File: src/rtl/datePkg.sv
package datePkg;
  localparam int DIGIT_W     = 4;
  localparam int NUM_DIGITS  = 8;
  localparam int YEAR_DIGITS = 4;
  localparam int IDX_W       = $clog2(NUM_DIGITS);
  localparam int LIMIT_W     = 5;
  localparam int DATE_W      = NUM_DIGITS * DIGIT_W;

  // digit positions inside the stored date; neighbours decode these
  localparam int DAY_T  = 0;
  localparam int DAY_O  = 1;
  localparam int MON_T  = 2;
  localparam int MON_O  = 3;
  localparam int YR_TH  = 4;
  localparam int YR_HU  = 5;
  localparam int YR_TE  = 6;
  localparam int YR_ON  = 7;

  typedef logic [DIGIT_W-1:0] bcd_t;

  typedef struct packed {
    logic             dayInc;
    logic             dayWrap;
    logic             monInc;
    logic             monWrap;
    logic             yearInc;
    logic             editEn;
    logic [IDX_W-1:0] editSel;
  } dateCtrl_t;

  function automatic logic [6:0] pairToBin(bcd_t tens, bcd_t ones);
    return 7'(tens) * 7'd10 + 7'(ones);
  endfunction

  // two-digit BCD number divisible by four
  function automatic logic pairDiv4(bcd_t tens, bcd_t ones);
    if (tens[0]) return (ones == 4'd2) || (ones == 4'd6);
    return (ones == 4'd0) || (ones == 4'd4) || (ones == 4'd8);
  endfunction

  function automatic bcd_t digitTop(int idx);
    case (idx)
      DAY_T:   return 4'd3;
      MON_T:   return 4'd1;
      default: return 4'd9;
    endcase
  endfunction

  function automatic logic [7:0] limitToBcd(logic [LIMIT_W-1:0] lim);
    if (lim >= 5'd30) return {4'd3, 4'(lim - 5'd30)};
    return {4'd2, 4'(lim - 5'd20)};
  endfunction
endpackage

File: src/rtl/leapTest.sv
module leapTest
  import datePkg::*;
(
  input  bcd_t yrThou,
  input  bcd_t yrHund,
  input  bcd_t yrTens,
  input  bcd_t yrOnes,
  output logic isLeap
);
  logic lowZero;

  always_comb begin
    lowZero = (yrTens == 4'd0) && (yrOnes == 4'd0);
    // a century year falls back to the test on its upper pair
    isLeap  = lowZero ? pairDiv4(yrThou, yrHund) : pairDiv4(yrTens, yrOnes);
  end
endmodule

File: src/rtl/monthLimit.sv
module monthLimit
  import datePkg::*;
(
  input  bcd_t               monTens,
  input  bcd_t               monOnes,
  input  logic               leap,
  output logic [LIMIT_W-1:0] lastDay
);
  logic [6:0] monBin;

  always_comb begin
    monBin = pairToBin(monTens, monOnes);
    case (monBin)
      7'd2:                     lastDay = leap ? 5'd29 : 5'd28;
      7'd4, 7'd6, 7'd9, 7'd11:  lastDay = 5'd30;
      default:                  lastDay = 5'd31;
    endcase
  end
endmodule

File: src/rtl/dateControl.sv
module dateControl
  import datePkg::*;
(
  input  logic             advance,
  input  logic             editReq,
  input  logic [IDX_W-1:0] editIdx,
  input  logic             atMonthEnd,
  input  logic             atYearEnd,
  output dateCtrl_t        ctrl
);
  always_comb begin
    ctrl         = '0;
    ctrl.dayInc  = advance && !atMonthEnd;
    ctrl.dayWrap = advance && atMonthEnd;
    ctrl.monInc  = advance && atMonthEnd && !atYearEnd;
    ctrl.monWrap = advance && atMonthEnd && atYearEnd;
    ctrl.yearInc = advance && atMonthEnd && atYearEnd;
    // stepping wins over a manual bump in the same cycle
    ctrl.editEn  = editReq && !advance;
    ctrl.editSel = editIdx;
  end
endmodule

File: src/rtl/dateDatapath.sv
module dateDatapath
  import datePkg::*;
#(
  parameter logic [DATE_W-1:0] RESET_DATE = 32'h0101_2000
) (
  input  logic              clk,
  input  logic              rstN,
  input  dateCtrl_t         ctrl,
  output logic [DATE_W-1:0] dateBcd,
  output logic              leapYear,
  output logic              atMonthEnd,
  output logic              atYearEnd
);
  bcd_t dig     [NUM_DIGITS];
  bcd_t digNext [NUM_DIGITS];
  bcd_t advNext [NUM_DIGITS];
  bcd_t edRaw   [NUM_DIGITS];
  bcd_t edFix   [NUM_DIGITS];
  bcd_t edDone  [NUM_DIGITS];
  bcd_t wrapInc [NUM_DIGITS];
  bcd_t yrIncd  [YEAR_DIGITS];
  logic [YEAR_DIGITS-1:0] yCarry;

  logic               curLeap;
  logic               edLeap;
  logic [LIMIT_W-1:0] curLimit;
  logic [LIMIT_W-1:0] edLimit;
  logic [6:0]         edMonBin;
  logic [6:0]         edDayBin;
  logic [7:0]         edLimBcd;

  // state
  always_ff @(posedge clk or negedge rstN) begin
    if (!rstN) begin
      for (int i = 0; i < NUM_DIGITS; i++)
        dig[i] <= RESET_DATE[(NUM_DIGITS-1-i)*DIGIT_W +: DIGIT_W];
    end else begin
      dig <= digNext;
    end
  end

  for (genvar i = 0; i < NUM_DIGITS; i++) begin : g_pack
    assign dateBcd[(NUM_DIGITS-1-i)*DIGIT_W +: DIGIT_W] = dig[i];
  end

  // current-date limit and flags
  leapTest u_curLeap (
    .yrThou(dig[YR_TH]), .yrHund(dig[YR_HU]),
    .yrTens(dig[YR_TE]), .yrOnes(dig[YR_ON]),
    .isLeap(curLeap)
  );

  monthLimit u_curLimit (
    .monTens(dig[MON_T]), .monOnes(dig[MON_O]),
    .leap(curLeap), .lastDay(curLimit)
  );

  assign leapYear   = curLeap;
  assign atMonthEnd = pairToBin(dig[DAY_T], dig[DAY_O]) >= {2'b00, curLimit};
  assign atYearEnd  = pairToBin(dig[MON_T], dig[MON_O]) >= 7'd12;

  // year ripple increment, ones digit first
  assign yCarry[0] = 1'b1;
  for (genvar k = 0; k < YEAR_DIGITS; k++) begin : g_year
    localparam int P = NUM_DIGITS - 1 - k;
    assign yrIncd[k] = (yCarry[k] && dig[P] == 4'd9) ? 4'd0
                                                     : dig[P] + {3'b000, yCarry[k]};
    if (k < YEAR_DIGITS - 1) begin : g_carry
      assign yCarry[k+1] = yCarry[k] && (dig[P] == 4'd9);
    end
  end

  // per-digit wrapped increment for editing
  for (genvar i = 0; i < NUM_DIGITS; i++) begin : g_wrap
    assign wrapInc[i] = (dig[i] >= digitTop(i)) ? 4'd0 : dig[i] + 4'd1;
  end

  // calendar step
  always_comb begin
    advNext = dig;
    if (ctrl.dayWrap) begin
      advNext[DAY_T] = 4'd0;
      advNext[DAY_O] = 4'd1;
    end else if (ctrl.dayInc) begin
      if (dig[DAY_O] == 4'd9) begin
        advNext[DAY_T] = dig[DAY_T] + 4'd1;
        advNext[DAY_O] = 4'd0;
      end else begin
        advNext[DAY_O] = dig[DAY_O] + 4'd1;
      end
    end
    if (ctrl.monWrap) begin
      advNext[MON_T] = 4'd0;
      advNext[MON_O] = 4'd1;
    end else if (ctrl.monInc) begin
      if (dig[MON_O] == 4'd9) begin
        advNext[MON_T] = dig[MON_T] + 4'd1;
        advNext[MON_O] = 4'd0;
      end else begin
        advNext[MON_O] = dig[MON_O] + 4'd1;
      end
    end
    if (ctrl.yearInc) begin
      for (int k = 0; k < YEAR_DIGITS; k++)
        advNext[NUM_DIGITS-1-k] = yrIncd[k];
    end
  end

  // edit: bump one digit, then repair month
  always_comb begin
    edRaw = dig;
    edRaw[ctrl.editSel] = wrapInc[ctrl.editSel];
    edFix = edRaw;
    edMonBin = pairToBin(edRaw[MON_T], edRaw[MON_O]);
    if (edMonBin == 7'd0) begin
      edFix[MON_T] = 4'd0;
      edFix[MON_O] = 4'd1;
    end else if (edMonBin > 7'd12) begin
      edFix[MON_T] = 4'd1;
      edFix[MON_O] = 4'd2;
    end
  end

  leapTest u_edLeap (
    .yrThou(edFix[YR_TH]), .yrHund(edFix[YR_HU]),
    .yrTens(edFix[YR_TE]), .yrOnes(edFix[YR_ON]),
    .isLeap(edLeap)
  );

  monthLimit u_edLimit (
    .monTens(edFix[MON_T]), .monOnes(edFix[MON_O]),
    .leap(edLeap), .lastDay(edLimit)
  );

  // edit: repair day against the repaired month and year
  always_comb begin
    edDone   = edFix;
    edDayBin = pairToBin(edFix[DAY_T], edFix[DAY_O]);
    edLimBcd = limitToBcd(edLimit);
    if (edDayBin == 7'd0) begin
      edDone[DAY_T] = 4'd0;
      edDone[DAY_O] = 4'd1;
    end else if (edDayBin > {2'b00, edLimit}) begin
      edDone[DAY_T] = edLimBcd[7:4];
      edDone[DAY_O] = edLimBcd[3:0];
    end
  end

  always_comb begin
    if (ctrl.editEn) digNext = edDone;
    else             digNext = advNext;
  end
endmodule

File: src/rtl/bcdDateCounter.sv
module bcdDateCounter
  import datePkg::*;
#(
  parameter logic [DATE_W-1:0] RESET_DATE = 32'h0101_2000
) (
  input  logic              clk,
  input  logic              rstN,
  input  logic              advance,
  input  logic              editReq,
  input  logic [IDX_W-1:0]  editIdx,
  output logic [DATE_W-1:0] dateBcd,
  output logic              leapYear
);
  dateCtrl_t ctrl;
  logic      atMonthEnd;
  logic      atYearEnd;

  dateControl u_ctrl (
    .advance(advance), .editReq(editReq), .editIdx(editIdx),
    .atMonthEnd(atMonthEnd), .atYearEnd(atYearEnd), .ctrl(ctrl)
  );

  dateDatapath #(.RESET_DATE(RESET_DATE)) u_path (
    .clk(clk), .rstN(rstN), .ctrl(ctrl),
    .dateBcd(dateBcd), .leapYear(leapYear),
    .atMonthEnd(atMonthEnd), .atYearEnd(atYearEnd)
  );
endmodule

File: config.mk
export PLATFORM = sky130hd
export DESIGN_NAME = bcdDateCounter
export DESIGN_NICKNAME = d
export VERILOG_FILES = /design/src/rtl/datePkg.sv /design/src/rtl/leapTest.sv /design/src/rtl/monthLimit.sv /design/src/rtl/dateControl.sv /design/src/rtl/dateDatapath.sv /design/src/rtl/bcdDateCounter.sv
export SDC_FILE = /design/constraint.sdc
export NUM_CORES = 1
export LEC_CHECK = 0
export BUFFER_PORTS_ARGS = -buffer_cell sky130_fd_sc_hd__buf_4
export CAP_MARGIN = 15
export CORE_UTILIZATION = 55
export DETAILED_ROUTE_END_ITERATION = 6
export PLACE_DENSITY = 0.72
export SLEW_MARGIN = 5
export SYNTH_ARGS = -nofsm -noshare
export SYNTH_HDL_FRONTEND = slang
export SYNTH_HIERARCHICAL = 1
export SYNTH_SLANG_ARGS = --single-unit
export TNS_END_PERCENT = 50
File: constraint.sdc
create_clock -name clk -period 11.3 [get_ports clk]
set_clock_uncertainty 0.15 [all_clocks]
set_input_delay 0 -clock clk [delete_from_list [all_inputs] [get_ports clk]]
set_output_delay 0 -clock clk [all_outputs]
set_load 0.02 [all_outputs]
== Word-level counts from Yosys, hierarchy flattened ==
Cells that the tools add are included.
Widths: inputs -> output; s select.
Word-level totals
  register bits: 32
  latch bits: 0
  bits in writable memories: 0
  bits in read-only memories: 0
  bits of input ports: 7
  output and inout port bits: 33
  word-level logic and storage cells: 175
  memories kept: 0
Cells by class
  $add $sub $neg: 18
  multipliers: 5
  div/mod/pow operators: 0
  $lt $le $gt $ge: 15
  equality and inequality tests: 32
  shift operators: 0
  mux-type cells: 53
  bitwise operators: 1
  reduce and logical (&&, ||, !) cells: 43
Operator list (number)
  $mux 8: 10
  $mux 4: 19
  $eq 4x4->1 const B: 10
  $add 7x4->7: 5
  $add 4x1->4 const B: 8
  $bwmux 32: 1
  $eq 4x3->1 const B: 8
  $mux 32: 1
  $mul 4x3->6 const B: 5
  $eq 7x3->1 const B: 4
  $eq 7x4->1 const B: 4
  $ge 4x4->1 const B: 7
  $logic_not 4->1: 6
  $mux 1: 17
  $eq 4x2->1 const B: 4
  $mux 16: 1
  $eq 7x2->1 const B: 2
  $logic_not 7->1: 2
  $add 4x1->4: 3
  $bmux 4 s3: 1
  $demux 4 s3: 1
  $logic_or 1x1->1: 12
  $reduce_bool 3->1: 4
  $logic_and 1x1->1: 11
  16 further kinds: 21

== Logic depth before layout (Yosys ltp) ==
Gate-level depths: netlist (run 1).
  depth in word-level cells: 22
  mapped depth: 37
  depth with buffers taken out: 34

== Cells and area by module ==
Netlist (run 1), hierarchy kept.
Modules (own cells, without submodules)
  dateDatapath: times used 1, cells each 617, area each 4707.0 um2, seq. area each 804.5 um2
  monthLimit at u_path.u_edLimit: times used 1, cells each 34, area each 280.3 um2, seq. area each 0.0 um2
  monthLimit at u_path.u_curLimit: times used 1, cells each 32, area each 275.3 um2, seq. area each 0.0 um2
  leapTest: times used 2, cells each 10, area each 87.6 um2, seq. area each 0.0 um2
  dateControl: times used 1, cells each 9, area each 63.8 um2, seq. area each 0.0 um2

== Worst setup path after synthesis (run 1) ==
Ideal clock, no wire load.
  kind: flip-flop to flip-flop
  start point: register u_path.dig (netlist bit u_path/dateBcd[21])
  end point: register u_path.dig (netlist bit u_path/dateBcd[24])
  library setup time: 0.087 ns
  data arrival time: 7.690 ns
  required time: 11.063 ns
  setup slack: 3.373 ns
  stages on the path, launching flop included: 35
  buffers on the path: 2
  period minus slack after synthesis: 7.927 ns
  cell sequence: dfrtp_1 -> inv_1 -> ha_1 -> or4b_4 -> nor3b_2 -> o32ai_1 -> or4_4 -> o21ai_4 -> ha_1 -> clkbuf_1 -> xnor2_1 -> ha_1 -> nand2_1 -> nor3_1 -> o311ai_0 -> o311a_1 -> o211ai_2 -> nand4_2 -> nor2_1 -> ha_1 -> ha_1 -> inv_1 -> fa_1 -> or3b_1 -> o22ai_1 -> nand2_1 -> inv_1 -> ha_1 -> and3_1 -> a31oi_1 -> a32o_1 -> clkbuf_1 -> mux2i_1 -> o2bb2ai_1 -> o31ai_1
RTL lines
  from (decl): line dateDatapath.sv:14  | bcd_t dig [NUM_DIGITS];
  from (signal, indexed assignment): line dateDatapath.sv:36  | dig[i] <= RESET_DATE[(NUM_DIGITS-1-i)*DIGIT_W +: DIGIT_W];
  from (signal assigned): line dateDatapath.sv:38  | dig <= digNext;

==> results of run 1 <==
## power by group through the flow
| stage | combinational (uW) | sequential, uW | clock [uW] |
|---|---|---|---|
| global placement | 1330 | 290 | 0 |
| floorplan | 1020 | 295 | 0 |
| global route | 1570 | 306 | 102 |
| CTS | 1390 | 292 | 97.9 |
| detailed placement | 1380 | 295 | 0 |
| finish | 1420 | 292 | 95.0 |
## path summary, 6_finish.rpt
path | end | cells after the start | slack (ns) | startpoint
max | u_path/dateBcd[24] | 31 | 2.39 | u_path/dateBcd[28]
min | u_path/dateBcd[25] | 5 | 0.02 | advance
max reg2reg | u_path/dateBcd[24] | 31 | 2.39 | u_path/dateBcd[28]
min reg2reg | u_path/dateBcd[28] | 2 | 0.56 | u_path/dateBcd[28]
max in group asynchronous | u_path/dateBcd[16] | 2 | 10.59 | rstN
min in group asynchronous | u_path/dateBcd[2] | 2 | 0.06 | rstN
## what timing repair did
item                      CTS  global route
hold endpoints to repair   32             0
hold buffers                1             0
buffers inserted            0             0
## layout make-up
class,count,area (sq um)
sequential,32,805
clock buffer,8,90.1
multi-input combinational,584,4290
inverter,59,221
fill,916,3840
tap,133,166
timing repair buffer,43,323
## worst reg2reg max path: cells and delay by family, from the launching register on
| kind | cells | cell delay, ns |
|---|---|---|
| muxes | 1 | 0.24 |
| AOI/OAI and AO/OA | 11 | 2.26 |
| adders and majority gates | 8 | 2.23 |
| DFF | 1 | 0.49 |
| and+or+nand+nor | 9 | 3.29 |
| buffers and inverters | 2 | 0.16 |
## metrics by stage
stage	cells	hold slack (ns)	power, uW	setup WS, ns
after floorplan	714	-0.446	1320	3.37
after global placement	849	-0.171	1620	2.83
after detailed placement	849	-0.167	1680	2.59
after CTS	858	0.00952	1780	2.56
after global routing	859	0.0789	1980	1.90
final	859	0.0214	1810	2.39
## metal layers
metal  vias up  GRT usage [%]  share of wire, %
met1      2570           39.7                45
li1       2595              -                 -
met3        27           3.21               5.9
met5         -              0                 0
met2       188           50.7                47
met4         0           11.0               2.1
==> flow_summary.json, run 1 <==
{
  "fin_util_pct": 60.6,
  "cts_buffers": 5,
  "rsz0062_at_grt": "no",
  "grt.overflow.total": 0,
  "fin_nets": 819,
  "grt_use_total_pct": 30.0,
  "antenna_cells": 0,
  "clkSlewWorstSetupHoldPaths_ns": 0.07,
  "grt_pass1_wl_um": 24400,
  "wirelength_um": 15200,
  "crit_fanout": 10,
  "dieArea_sq_um": 10400,
  "max_stage_delay_ns": 0.68,
  "final_cell_mix": "87 x nand2_1, 77 x ha_1, 58 x inv_1",
  "syn_inst": 710,
  "largest_register_ffs": 32,
  "synth_warnings": 6,
  "drt_iter0_drc": 447,
  "crit_type": "flop to flop",
  "p_comb_share_pct": 78.6,
  "cpMostUsedCell": "ha_1",
  "final_common_cell": "nand2_1",
  "min_period_ns": 8.91,
  "start_util_pct": 56.5,
  "crit_buf_inv": 2,
  "place_area_sq_um": 5790,
  "hp-class": "input port to flop",
  "max_freq_ghz": 0.112,
  "p_seq_share_pct": 16.2,
  "maxCapViolCount": 0,
  "die_h_um": 102,
  "cts_tree": "yes",
  "row_count": 36,
  "io_buffer_count": 39,
  "critical-path-top-delay-family": "simple AND/OR/NAND/NOR gates",
  "pin_count": 40,
  "firstDrtPassIters": 6,
  "coreArea_sq_um": 9730,
  "finalHoldViolCount": 0,
  "cts.sinks": 32,
  "total_leakage_power_uw": 0.00278,
  "p_int_uw": 807,
  "tightest_slew_ns": 0.779,
  "layout-area-overhead-vs-synth_pct": 7.27,
  "drv_slew": 0,
  "grt_pass1_vias": 5026,
  "syn-mean-instance-area_sq_um": 7.74,
  "cts-root-buf": "clkbuf_8",
  "clkLatencyLatePin_ns": 0.29,
  "status": "finished clean",
  "avgViaCountPerCell": 6.26,
  "clockPowerShare_pct": 5.3,
  "cellPowerDensity_nw_per_um2": 307,
  "wl_per_cell_um": 17.6,
  "gp_congestion": 0.998,
  "switching_share_pct": 55.3,
  "tns_ns": 0,
  "via_count": 5380,
  "setup_viol": 0,
  "p_switching_uw": 999,
  "antenna_left": 0,
  "crit_path_start_kind": "flop",
  "die_w_um": 102,
  "layout-drive-gt1-share_pct": 12.8,
  "drc_errors": 0,
  "synth_area_sq_um": 5490,
  "period_share_pct": 78.8,
  "end_kind": "flop",
  "grt_max_degree": 33,
  "slowest_stage": "or4_4",
  "final_cell_area_sq_um": 5890,
  "dp_hpwl_um": 11600,
  "critPathRequiredTime_ns": 11.35,
  "clk_path_buf_depth": 2,
  "antenna_found_initial": 0,
  "worst_ir_drop_vdd_v": 0.000182,
  "ctsResizeCount": 0,
  "critPathArrivalTime_ns": 8.95,
  "ctsHtreeMaxLevel": 2,
  "slew_headroom_pct": 48.0
}
Power figures use the tool's default switching activity.
==> run 2: changes to the inputs <==
PLACE_DENSITY = 0.75   (was 0.72)
clock period = 7.6 ns   (was 11.3 ns; I/O delays follow)
==> run 2 against run 1 <==
Critical path depth up 1; sequential power up 20%; sequential share of layout area down 0.85 points; flip-flop and latch count unchanged; power up 65%; final cell count up 4.0%; final area up 7.0%; largest power group unchanged.
==> flow_summary.json, run 2 (synthesized netlist as in run 1, its figures left out) <==
{
  "crit_fanout": 6,
  "fillerInstances": 869,
  "final_common_cell": "nand2_1",
  "layout-drive-gt1-share_pct": 20.4,
  "cellPowerDensity_nw_per_um2": 473,
  "firstDrtPassIters": 5,
  "p_int_uw": 1370,
  "grt_pass1_vias": 5041,
  "antenna_left": 0,
  "hp-class": "input port to flop",
  "die_h_um": 102,
  "grt_pass1_wl_um": 24700,
  "start_util_pct": 56.5,
  "wl_per_cell_um": 17.9,
  "p_switching_uw": 1610,
  "via_count": 5622,
  "fin_util_pct": 64.8,
  "fin_nets": 854,
  "crit_path_start_kind": "flop",
  "status": "finished clean",
  "setup_viol": 0,
  "cpMostUsedCell": "ha_4",
  "row_count": 36,
  "p_comb_share_pct": 83.9,
  "dp.cells": 877,
  "coreArea_sq_um": 9730,
  "critPathRequiredTime_ns": 7.61,
  "total_leakage_power_uw": 0.00297,
  "drc_errors": 0,
  "cts_buffers": 5,
  "grt_max_degree": 33,
  "largest_register_ffs": 32,
  "tns_ns": 0,
  "cts-root-buf": "clkbuf_8",
  "cts_tree": "yes",
  "cts.sinks": 32,
  "end_kind": "flop",
  "dieArea_sq_um": 10400,
  "slew_headroom_pct": 42.4,
  "clkSlewWorstSetupHoldPaths_ns": 0.07,
  "wirelength_um": 16000,
  "die_w_um": 102,
  "period_share_pct": 97.6,
  "max_stage_delay_ns": 0.55,
  "layout-area-overhead-vs-synth_pct": 14.8,
  "antenna_found_initial": 0,
  "avgViaCountPerCell": 6.30,
  "tightest_slew_ns": 0.862,
  "stdcell_count": 893,
  "worst_ir_drop_vdd_v": 0.000314,
  "switching_share_pct": 54.1,
  "grt_use_total_pct": 30.2,
  "hold_slack_ns": 0.0214,
  "clockPowerShare_pct": 4.4,
  "max_freq_ghz": 0.135,
  "pin_count": 40,
  "grt.overflow.total": 0,
  "p_seq_share_pct": 11.8,
  "min_period_ns": 7.41,
  "final_cell_mix": "85 x nand2_1, 76 x buf_4, 72 x ha_1",
  "ctsHtreeMaxLevel": 2,
  "crit_type": "flop to flop",
  "dp_hpwl_um": 11900,
  "drt_iter0_drc": 385,
  "slowest_stage": "or4b_4",
  "drv_slew": 0,
  "antenna_cells": 0,
  "clk_path_buf_depth": 2,
  "io_buffer_count": 39,
  "critPathArrivalTime_ns": 7.42,
  "finalHoldViolCount": 0,
  "maxCapViolCount": 0,
  "gp_congestion": 1.02,
  "clkLatencyLatePin_ns": 0.29
}
[run 2: per-stage QoR]
step,total power [uW],setup WS (ns),cell area (sq um)
floorplan,1960,0.0510,5520
global placement,2520,0.113,6010
detailed placement,2600,-0.223,6010
CTS,2750,0.0419,6100
global route,3240,-0.0440,6300
finish,2980,0.186,6300
[run 2: worst max-delay path, delay by kind of cell, from the launching register on]
kind,cells,cell delay (ns)
adder cells (fa/ha/maj),8,2.01
multiplexers,2,0.37
buffers and inverters,2,0.12
AND/OR/NAND/NOR,11,2.56
flip-flops,1,0.41
AO/OA/AOI/OAI,9,1.66
[run 2: final timing paths]
check	from	endpoint	slack, ns	cells after the start
setup / recovery	u_path/dateBcd[20]	u_path/dateBcd[29]	0.19	32
max in group asynchronous	rstN	u_path/dateBcd[24]	6.90	2
hold reg to reg	u_path/dateBcd[24]	u_path/dateBcd[24]	0.46	2
min in group asynchronous	rstN	u_path/dateBcd[2]	0.05	2
setup reg to reg	u_path/dateBcd[20]	u_path/dateBcd[29]	0.19	32
hold / removal	advance	u_path/dateBcd[25]	0.02	5
[run 2: timing repair]
| action | 4_1_cts | 5_1_grt |
|---|---|---|
| hold buffers | 1 | 0 |
| cloned | 0 | 1 |
| pin swaps | 1 | 20 |
| setup buffers | 0 | 7 |
| gates resized for setup | 3 | 35 |
| endpoints found under the hold margin | 32 | 0 |
| endpoints found under the setup margin | 8 | 8 |
[run 2: routing by layer]
| metal | wire (um) | GRT usage, % | vias to the layer above |
|---|---|---|---|
| met2 | 7620 | 51.1 | 227 |
| met3 | 1150 | 3.90 | 31 |
| met1 | 6900 | 40.6 | 2688 |
| li1 | - | - | 2676 |
| met4 | 302 | 8.13 | 0 |
| met5 | 0 | 0 | - |
[run 2: final cells by class]
| class | instances | area (sq um) | area share [%] |
|---|---|---|---|
| multi-input cells | 585 | 4450 | 70.6 |
| flip-flops and latches | 32 | 807 | 12.8 |
| repair buffers | 77 | 581 | 9.21 |
| inverters | 59 | 221 | 3.51 |
| well taps | 133 | 166 | 2.64 |
| clock buffers | 7 | 76.3 | 1.21 |
[run 2: power groups by stage]
stage | clock network, uW | registers, uW | logic (uW)
floorplan | 0 | 441 | 1520
global placement | 0 | 344 | 2180
detailed placement | 0 | 351 | 2250
CTS | 133 | 347 | 2270
global route | 139 | 362 | 2740
finish | 130 | 351 | 2500
